## src/rtl/brq_pkg.sv

```systemverilog
package brq_pkg;

  typedef enum logic [2:0] {
    CT_FETCH = 3'd0,
    CT_OPER  = 3'd1,
    CT_INTL  = 3'd2,
    CT_FIX   = 3'd3,
    CT_ISEQ  = 3'd4
  } cyc_t;

  typedef enum logic [3:0] {
    S_FETCH, S_BROP, S_BRADD, S_BRFIX, S_FILL,
    S_E0, S_E1, S_E2, S_E3, S_E4, S_E5, S_E6
  } st_t;

  function automatic cyc_t cyc_of(st_t s);
    case (s)
      S_FETCH:  return CT_FETCH;
      S_BROP:   return CT_OPER;
      S_BRADD:  return CT_INTL;
      S_FILL:   return CT_INTL;
      S_BRFIX:  return CT_FIX;
      default:  return CT_ISEQ;
    endcase
  endfunction

endpackage

```

## src/rtl/brq_decode.sv

```systemverilog
module brq_decode #(
  parameter int          LEN_W    = 3,
  parameter int          FILL_MIN = 2,
  parameter logic [4:0]  BR_PAT   = 5'b10000
) (
  input  logic [7:0]       opc_i,
  output logic             is_br_o,
  output logic [LEN_W-1:0] fill_len_o
);
  localparam logic [LEN_W-1:0] MIN_LEN = LEN_W'(FILL_MIN);

  always_comb begin
    is_br_o    = (opc_i[4:0] == BR_PAT);
    fill_len_o = (opc_i[LEN_W-1:0] < MIN_LEN) ? MIN_LEN : opc_i[LEN_W-1:0];
  end
endmodule

```

## src/rtl/brq_target.sv

```systemverilog
module brq_target #(
  parameter int AW = 16
) (
  input  logic [AW-1:0] base_i,
  input  logic [7:0]    off_i,
  output logic [AW-1:0] tgt_o,
  output logic          cross_o
);
  localparam int EXT_W = AW - 8;

  always_comb begin
    tgt_o   = base_i + {{EXT_W{off_i[7]}}, off_i};
    cross_o = (tgt_o[AW-1:8] != base_i[AW-1:8]);
  end
endmodule

```

## src/rtl/brq_poll.sv

```systemverilog
module brq_poll (
  input  logic clk_i,
  input  logic rst_i,
  input  logic poll_i,
  input  logic clr_i,
  input  logic irq_n_i,
  input  logic imask_i,
  output logic take_o
);
  logic take_q;

  always_ff @(posedge clk_i) begin
    if (rst_i)       take_q <= 1'b0;
    else if (clr_i)  take_q <= 1'b0;
    else if (poll_i) take_q <= ~irq_n_i & ~imask_i;
  end

  assign take_o = take_q;

  AST_MASK_BLOCKS: assert property (@(posedge clk_i) disable iff (rst_i)
    (poll_i && imask_i && !clr_i) |=> !take_q);

  AST_HOLD_BETWEEN_POLLS: assert property (@(posedge clk_i) disable iff (rst_i)
    (!poll_i && !clr_i) |=> $stable(take_q));
endmodule

```

## src/rtl/brq_seq.sv

```systemverilog
module brq_seq
  import brq_pkg::*;
#(
  parameter int              AW         = 16,
  parameter int              LEN_W      = 3,
  parameter int              FILL_MIN   = 2,
  parameter logic [AW-1:0]   RESET_PC   = 16'h0200,
  parameter logic [AW-9:0]   STACK_PAGE = 8'h01,
  parameter logic [7:0]      SP_INIT    = 8'hFD
) (
  input  logic          clk_i,
  input  logic          rst_i,
  input  logic          irq_n_i,
  input  logic          imask_i,
  input  logic          cond_i,
  input  logic [7:0]    rdata_i,
  input  logic [7:0]    status_i,
  output logic [AW-1:0] pc_o,
  output logic [AW-1:0] addr_o,
  output logic          wr_en_o,
  output logic [7:0]    wdata_o,
  output logic [2:0]    cycle_o,
  output logic          irq_taken_o,
  output logic          set_imask_o
);
  localparam logic [AW-1:0]    VEC_HI = {AW{1'b1}};
  localparam logic [AW-1:0]    VEC_LO = VEC_HI - AW'(1);
  localparam logic [LEN_W-1:0] ONE    = LEN_W'(1);
  localparam logic [LEN_W-1:0] TWO    = LEN_W'(2);

  st_t             st_q, st_n;
  logic [AW-1:0]   pc_q, pc_n, addr_q, addr_n, tgt_q, tgt_n, fin_pc;
  logic [LEN_W-1:0] rem_q, rem_n;
  logic [7:0]      sp_q, sp_n, wd_q, wd_n;
  logic            cross_q, cross_n, wr_q, wr_n, tk_q, tk_n, si_q, si_n;
  cyc_t            cyc_q;
  logic            fin, poll, clr, take;

  logic             is_br;
  logic [LEN_W-1:0] fill_len;
  logic [AW-1:0]    pc_inc, br_tgt;
  logic             br_cross;

  assign pc_inc = pc_q + AW'(1);

  brq_decode #(.LEN_W(LEN_W), .FILL_MIN(FILL_MIN)) u_dec (
    .opc_i      (rdata_i),
    .is_br_o    (is_br),
    .fill_len_o (fill_len)
  );

  brq_target #(.AW(AW)) u_tgt (
    .base_i  (pc_inc),
    .off_i   (rdata_i),
    .tgt_o   (br_tgt),
    .cross_o (br_cross)
  );

  brq_poll u_poll (
    .clk_i   (clk_i),
    .rst_i   (rst_i),
    .poll_i  (poll),
    .clr_i   (clr),
    .irq_n_i (irq_n_i),
    .imask_i (imask_i),
    .take_o  (take)
  );

  always_comb begin
    st_n    = st_q;
    pc_n    = pc_q;
    addr_n  = addr_q;
    tgt_n   = tgt_q;
    cross_n = cross_q;
    rem_n   = rem_q;
    sp_n    = sp_q;
    wr_n    = 1'b0;
    wd_n    = wd_q;
    si_n    = 1'b0;
    poll    = 1'b0;
    fin     = 1'b0;
    fin_pc  = pc_q;
    case (st_q)
      S_FETCH: begin
        pc_n   = pc_inc;
        addr_n = pc_inc;
        poll   = 1'b1;
        if (is_br) begin
          st_n = S_BROP;
        end else begin
          st_n  = S_FILL;
          rem_n = fill_len - ONE;
          poll  = (fill_len == TWO);
        end
      end
      S_FILL: begin
        if (rem_q == ONE) begin
          fin    = 1'b1;
          fin_pc = pc_q;
        end else begin
          rem_n  = rem_q - ONE;
          poll   = (rem_q == TWO);
          addr_n = pc_q;
        end
      end
      S_BROP: begin
        if (!cond_i) begin
          fin    = 1'b1;
          fin_pc = pc_inc;
        end else begin
          st_n    = S_BRADD;
          tgt_n   = br_tgt;
          cross_n = br_cross;
          pc_n    = pc_inc;
          addr_n  = pc_inc;
        end
      end
      S_BRADD: begin
        if (!cross_q) begin
          fin    = 1'b1;
          fin_pc = tgt_q;
        end else begin
          poll   = 1'b1;
          st_n   = S_BRFIX;
          addr_n = {pc_q[AW-1:8], tgt_q[7:0]};
        end
      end
      S_BRFIX: begin
        fin    = 1'b1;
        fin_pc = tgt_q;
      end
      S_E0: begin
        st_n   = S_E1;
        addr_n = pc_q;
      end
      S_E1: begin
        st_n   = S_E2;
        addr_n = {STACK_PAGE, sp_q};
        wr_n   = 1'b1;
        wd_n   = pc_q[AW-1:8];
      end
      S_E2: begin
        sp_n   = sp_q - 8'd1;
        st_n   = S_E3;
        addr_n = {STACK_PAGE, sp_q - 8'd1};
        wr_n   = 1'b1;
        wd_n   = pc_q[7:0];
      end
      S_E3: begin
        sp_n   = sp_q - 8'd1;
        st_n   = S_E4;
        addr_n = {STACK_PAGE, sp_q - 8'd1};
        wr_n   = 1'b1;
        wd_n   = {status_i[7:6], 1'b1, 1'b0, status_i[3:0]};
        si_n   = 1'b1;
      end
      S_E4: begin
        sp_n   = sp_q - 8'd1;
        st_n   = S_E5;
        addr_n = VEC_LO;
      end
      S_E5: begin
        pc_n   = {pc_q[AW-1:8], rdata_i};
        st_n   = S_E6;
        addr_n = VEC_HI;
      end
      S_E6: begin
        fin    = 1'b1;
        fin_pc = {rdata_i, pc_q[7:0]};
      end
      default: begin
        st_n   = S_FETCH;
        addr_n = pc_q;
      end
    endcase
    clr  = 1'b0;
    tk_n = 1'b0;
    if (fin) begin
      pc_n   = fin_pc;
      addr_n = fin_pc;
      if (take) begin
        st_n = S_E0;
        tk_n = 1'b1;
        clr  = 1'b1;
      end else begin
        st_n = S_FETCH;
      end
    end
  end

  always_ff @(posedge clk_i) begin
    if (rst_i) begin
      st_q    <= S_FETCH;
      pc_q    <= RESET_PC;
      addr_q  <= RESET_PC;
      tgt_q   <= '0;
      cross_q <= 1'b0;
      rem_q   <= '0;
      sp_q    <= SP_INIT;
      wr_q    <= 1'b0;
      wd_q    <= '0;
      tk_q    <= 1'b0;
      si_q    <= 1'b0;
      cyc_q   <= CT_FETCH;
    end else begin
      st_q    <= st_n;
      pc_q    <= pc_n;
      addr_q  <= addr_n;
      tgt_q   <= tgt_n;
      cross_q <= cross_n;
      rem_q   <= rem_n;
      sp_q    <= sp_n;
      wr_q    <= wr_n;
      wd_q    <= wd_n;
      tk_q    <= tk_n;
      si_q    <= si_n;
      cyc_q   <= cyc_of(st_n);
    end
  end

  assign pc_o        = pc_q;
  assign addr_o      = addr_q;
  assign wr_en_o     = wr_q;
  assign wdata_o     = wd_q;
  assign cycle_o     = cyc_q;
  assign irq_taken_o = tk_q;
  assign set_imask_o = si_q;

  AST_NOTTAKEN_TWO: assert property (@(posedge clk_i) disable iff (rst_i)
    (st_q == S_BROP && !cond_i) |=> (cycle_o == 3'd0 || irq_taken_o));

  AST_FIX_AFTER_CROSS: assert property (@(posedge clk_i) disable iff (rst_i)
    (st_q == S_BRADD && cross_q) |=> (cycle_o == 3'd3));

  AST_SAMEPAGE_DEFER: assert property (@(posedge clk_i) disable iff (rst_i)
    (st_q == S_BRADD && !cross_q && !take) |=> !irq_taken_o);

  AST_TAKEN_NEEDS_POLL: assert property (@(posedge clk_i) disable iff (rst_i)
    $rose(irq_taken_o) |-> $past(take));

  AST_STROBE_EXCL: assert property (@(posedge clk_i) disable iff (rst_i)
    $onehot0({irq_taken_o, wr_en_o}));

  AST_VECTOR_LOAD: assert property (@(posedge clk_i) disable iff (rst_i)
    (st_q == S_E6) |=> (cycle_o == 3'd0 && addr_o == {$past(rdata_i), $past(pc_q[7:0])}));
endmodule

```

## config.mk

```make
export PLATFORM = sky130hd
export DESIGN_NAME = brq_seq
export DESIGN_NICKNAME = d
export VERILOG_FILES = /design/src/rtl/brq_pkg.sv /design/src/rtl/brq_decode.sv /design/src/rtl/brq_target.sv /design/src/rtl/brq_poll.sv /design/src/rtl/brq_seq.sv
export SDC_FILE = /design/constraint.sdc
export NUM_CORES = 1
export LEC_CHECK = 0
export BUFFER_PORTS_ARGS = -buffer_cell sky130_fd_sc_hd__clkbuf_2
export CAP_MARGIN = 5
export CORE_AREA = 8 8 114 158
export DETAILED_ROUTE_END_ITERATION = 8
export DIE_AREA = 0 0 122 166
export GPL_TIMING_DRIVEN = 0
export SLEW_MARGIN = 20
export SYNTH_ARGS = -nofsm -noshare
export SYNTH_HDL_FRONTEND = slang
export SYNTH_SLANG_ARGS = --single-unit
```

## constraint.sdc

```tcl
create_clock -name clk_i -period 4.5 [get_ports clk_i]
set_clock_uncertainty 0.2 [all_clocks]
set_input_delay 0.9 -clock clk_i [delete_from_list [all_inputs] [get_ports clk_i]]
set_output_delay 0.9 -clock clk_i [all_outputs]
set_load 0.03 [all_outputs]
```

==> key figures <==
Synth
  – Mapped cell area: 0.00580 sq mm
  – Largest family of logic cells by synthesized area: compound AO/OA/AOI/OAI gates
  – Warnings from Yosys: 0
  – Adder-cell area share of the yosys netlist: 5.74%
  – Yosys top cell area share: 27.3%
  – Number of synthesized flops with an enable pin: 0
  – Synth Area in Simple Gates: 24.9%
  – Synth top cells by count: nand2_1 (88), dfxtp_1 (79), nor2_1 (73)
  – FF+latch count, synth: 79
  – Syn nets: 806
  – Compound-Gate Fraction of Synth Area: 28.5%
  – Avg Cell Area, Syn: 7.64 sq um
  – Area leader, netlist: dfxtp_1
  – Post-synthesis mux area share: 1.06%
  – Async set-or-reset flop fraction in the synthesized netlist: 0%
  – Cell with the most instances after synthesis: nand2_1
  – Synth unique cells: 78
  – Top post-synthesis cells by area: dfxtp_1 (27%), a21oi_1 (5.8%), nand2_1 (5.7%), ha_1 (5.4%), nor2_1 (4.7%)
  – Seq/Total Area, Yosys: 27.3%
  – Synth Instances: 759
  – Synth Area in XOR/XNOR: 6.84%
  – Most used DFF post-synth: dfxtp_1

Setup path
  – Worst R2R Path Depth: 13
  – Crit end category: flop
  – Startpoint types: flop
  – WP data arrival: 4.30 ns
  – Critical Path Fanout Max: 10
  – Critical path required time: 4.53 ns
  – Crit Path Class: flop to flop

Die
  – Die width: 122 um
  – Die area: 0.0203 sq mm
  – Row Count: 55
  – Height of the die: 166 um
  – IO Count: 67
  – Starting density of the core: 36.8%
  – Core Region: 0.0158 sq mm

STA
  – Minimum clock period: 4.27 ns
  – Hold WS: 0.255 ns
  – Fin. max-slew vios: 0
  – Fin crit share: 94.8%
  – Max Clk Rate: 234 MHz
  – Final Hold Fails: 0
  – RSZ-0062 raised after global routing: no
  – Setup TNS: 0 ns
  – # setup viols final: 0
  – Worst Max-Slew Pin Slew: 0.940 ns
  – Worst slew margin: 36.8%

Global route
  – First-pass GRT wire length: 33.1 mm
  – GR Overflow Total: 0
  – GRT Overall Usage: 20.7%
  – Largest net degree at the start of global routing: 16
  – Vias in the first global route: 6000
  – Antenna violations before repair: 0

Clocking
  – CTS tree: built
  – CTS clk-pin slew, worst paths: 0.06 ns
  – Worst-Skew Late Latency: 0.34 ns
  – Root Driver: clkbuf_16
  – H-tree Lvls: 3
  – Clock sinks: 79
  – Max clock buf depth: 2
  – Cts bufs inserted: 9

Outcome
  – Outcome: finished, final reports clean

Hold path
  – HP Class: flop to flop
  – WHS Path Cells: 2

Power and ir drop
  – Leakage: 2.69 nW
  – VDD IR max: 171 uV
  – Pwr/cell area: 334 mW/mm^2

Layout
  – Synthesis-to-finish area growth: 16.6%
  – Diodes inserted: 0
  – Post-route insts no fill: 1038
  – Util after Layout: 42.9%
  – # nets final: 881
  – Share of cells above drive strength 1: 16.0%

Detailed routing
  – Via count: 6176
  – Drt wl/cell: 20.3 um
  – Residual DRC: 0
  – Routed vias/inst: 5.95
  – Initial DRC count: 476
  – ANT nets after route: 0
  – Aggregate routed wire length: 21.1 mm
  – Drt pass-1 iters: 6

Place
  – Final HPWL DP: 16.1 mm
  – Port-buffer cells: 63
  – Routability congestion estimate from global placement: 0.962
  – Placed instance count: 1021

Job
  – Max-cap violations: 0
-- critical path, cell delays in order (launching register included) --
cell      delay, ns
dfxtp_2        0.45
ha_1           0.30
nand3_2        0.18
or3_1          0.36
xor2_1         0.32
inv_2          0.16
ha_1           0.39
and2b_1        0.24
a2111o_1       0.47
a311oi_4       0.35
xnor2_1        0.13
a211oi_2       0.21
nand4_1        0.14
o31a_1         0.25
-- registers in the layout (all words and copies together), names as in the netlist --
signal,cells
addr_o,16
pc_o,16
tgt_q,16
sp_q,8
wdata_o,8
st_q,4
cycle_o,3
rem_q,3
cross_q,1
irq_taken_o,1
set_imask_o,1
u_poll.take_o,1
wr_en_o,1
-- placed cells by master (no fill, tap or decap), types with 14 or more instances in the layout --
cell type / synthesis / final
nand2_1: 88 / 88
dfxtp_1: 79 / 77
nor2_1: 73 / 73
a21oi_1: 67 / 67
clkbuf_2: 1 / 64
o21ai_0: 37 / 37
clkbuf_1: 35 / 35
xnor2_1: 27 / 27
nor3_1: 27 / 26
ha_1: 25 / 25
a211oi_1: 19 / 19
inv_1: 18 / 17
buf_2: 17 / 17
nand3_1: 17 / 16
a221oi_1: 15 / 15
o211ai_1: 14 / 14
-- final cells by class --
type | instances | area, sq um
Buffer | 58 | 255
Clock buffer | 12 | 267
Clock inverter | 4 | 76.3
Fill cell | 1637 | 9000
Inverter | 19 | 71.3
Multi-Input combinational cell | 603 | 3940
Sequential cell | 79 | 1580
Tap cell | 199 | 249
Timing Repair Buffer | 64 | 323
-- power by group --
part           internal [mW]  leakage (nW)  switching (mW)
clock                  0.533         0.165           0.304
sequential             0.737         0.643          0.0304
combinational          0.228          1.88           0.423
total                   1.50          2.69           0.757
-- layer usage --
layer | global-route usage [%] | vias up | part of all wire, %
li1 | - | 2938 | -
met1 | 24.0 | 2906 | 39
met2 | 35.1 | 267 | 49
met3 | 3.20 | 65 | 7.0
met4 | 11.7 | 0 | 5.1
met5 | 0 | - | 0
-- cells by family after synthesis --
kind of cell / count (synthesis)
muxes: 6
adders and majority gates: 26
DFF: 79
and+or+nand+nor: 289
AOI/OAI and AO/OA: 240
xor gates and xnor gates: 42
buffers and inverters: 77
-- worst paths after layout --
path,start,endpoint,slack (ns)
worst max-delay path,pc_o[0],cross_q,0.23
worst min-delay path,tgt_q[14],tgt_q[14],0.25
worst max register to register,pc_o[0],cross_q,0.23
worst min register to register,tgt_q[14],tgt_q[14],0.25
-- timing repair --
| item | 4_1_cts | 5_1_grt |
|---|---|---|
| endpoints found under the hold margin | 0 | 0 |
| setup buffers | 0 | 1 |
| pin swaps | 0 | 1 |
| setup endpoints to repair | 1 | 1 |
| resized for setup | 4 | 6 |
| hold buffers | 0 | 0 |
-- metrics by stage --
stage          power [mW]  cell area [sq um]  setup slack, ns
5_1_grt              2.36               6760           0.0249
2_1_floorplan        1.23               5800            0.488
3_3_place_gp         1.40               6360           -0.248
4_1_cts              2.24               6720           0.0201
6_report             2.26               6760            0.232
3_5_place_dp         1.41               6360           -0.269
Note: power is estimated with default switching activity, not from simulation.
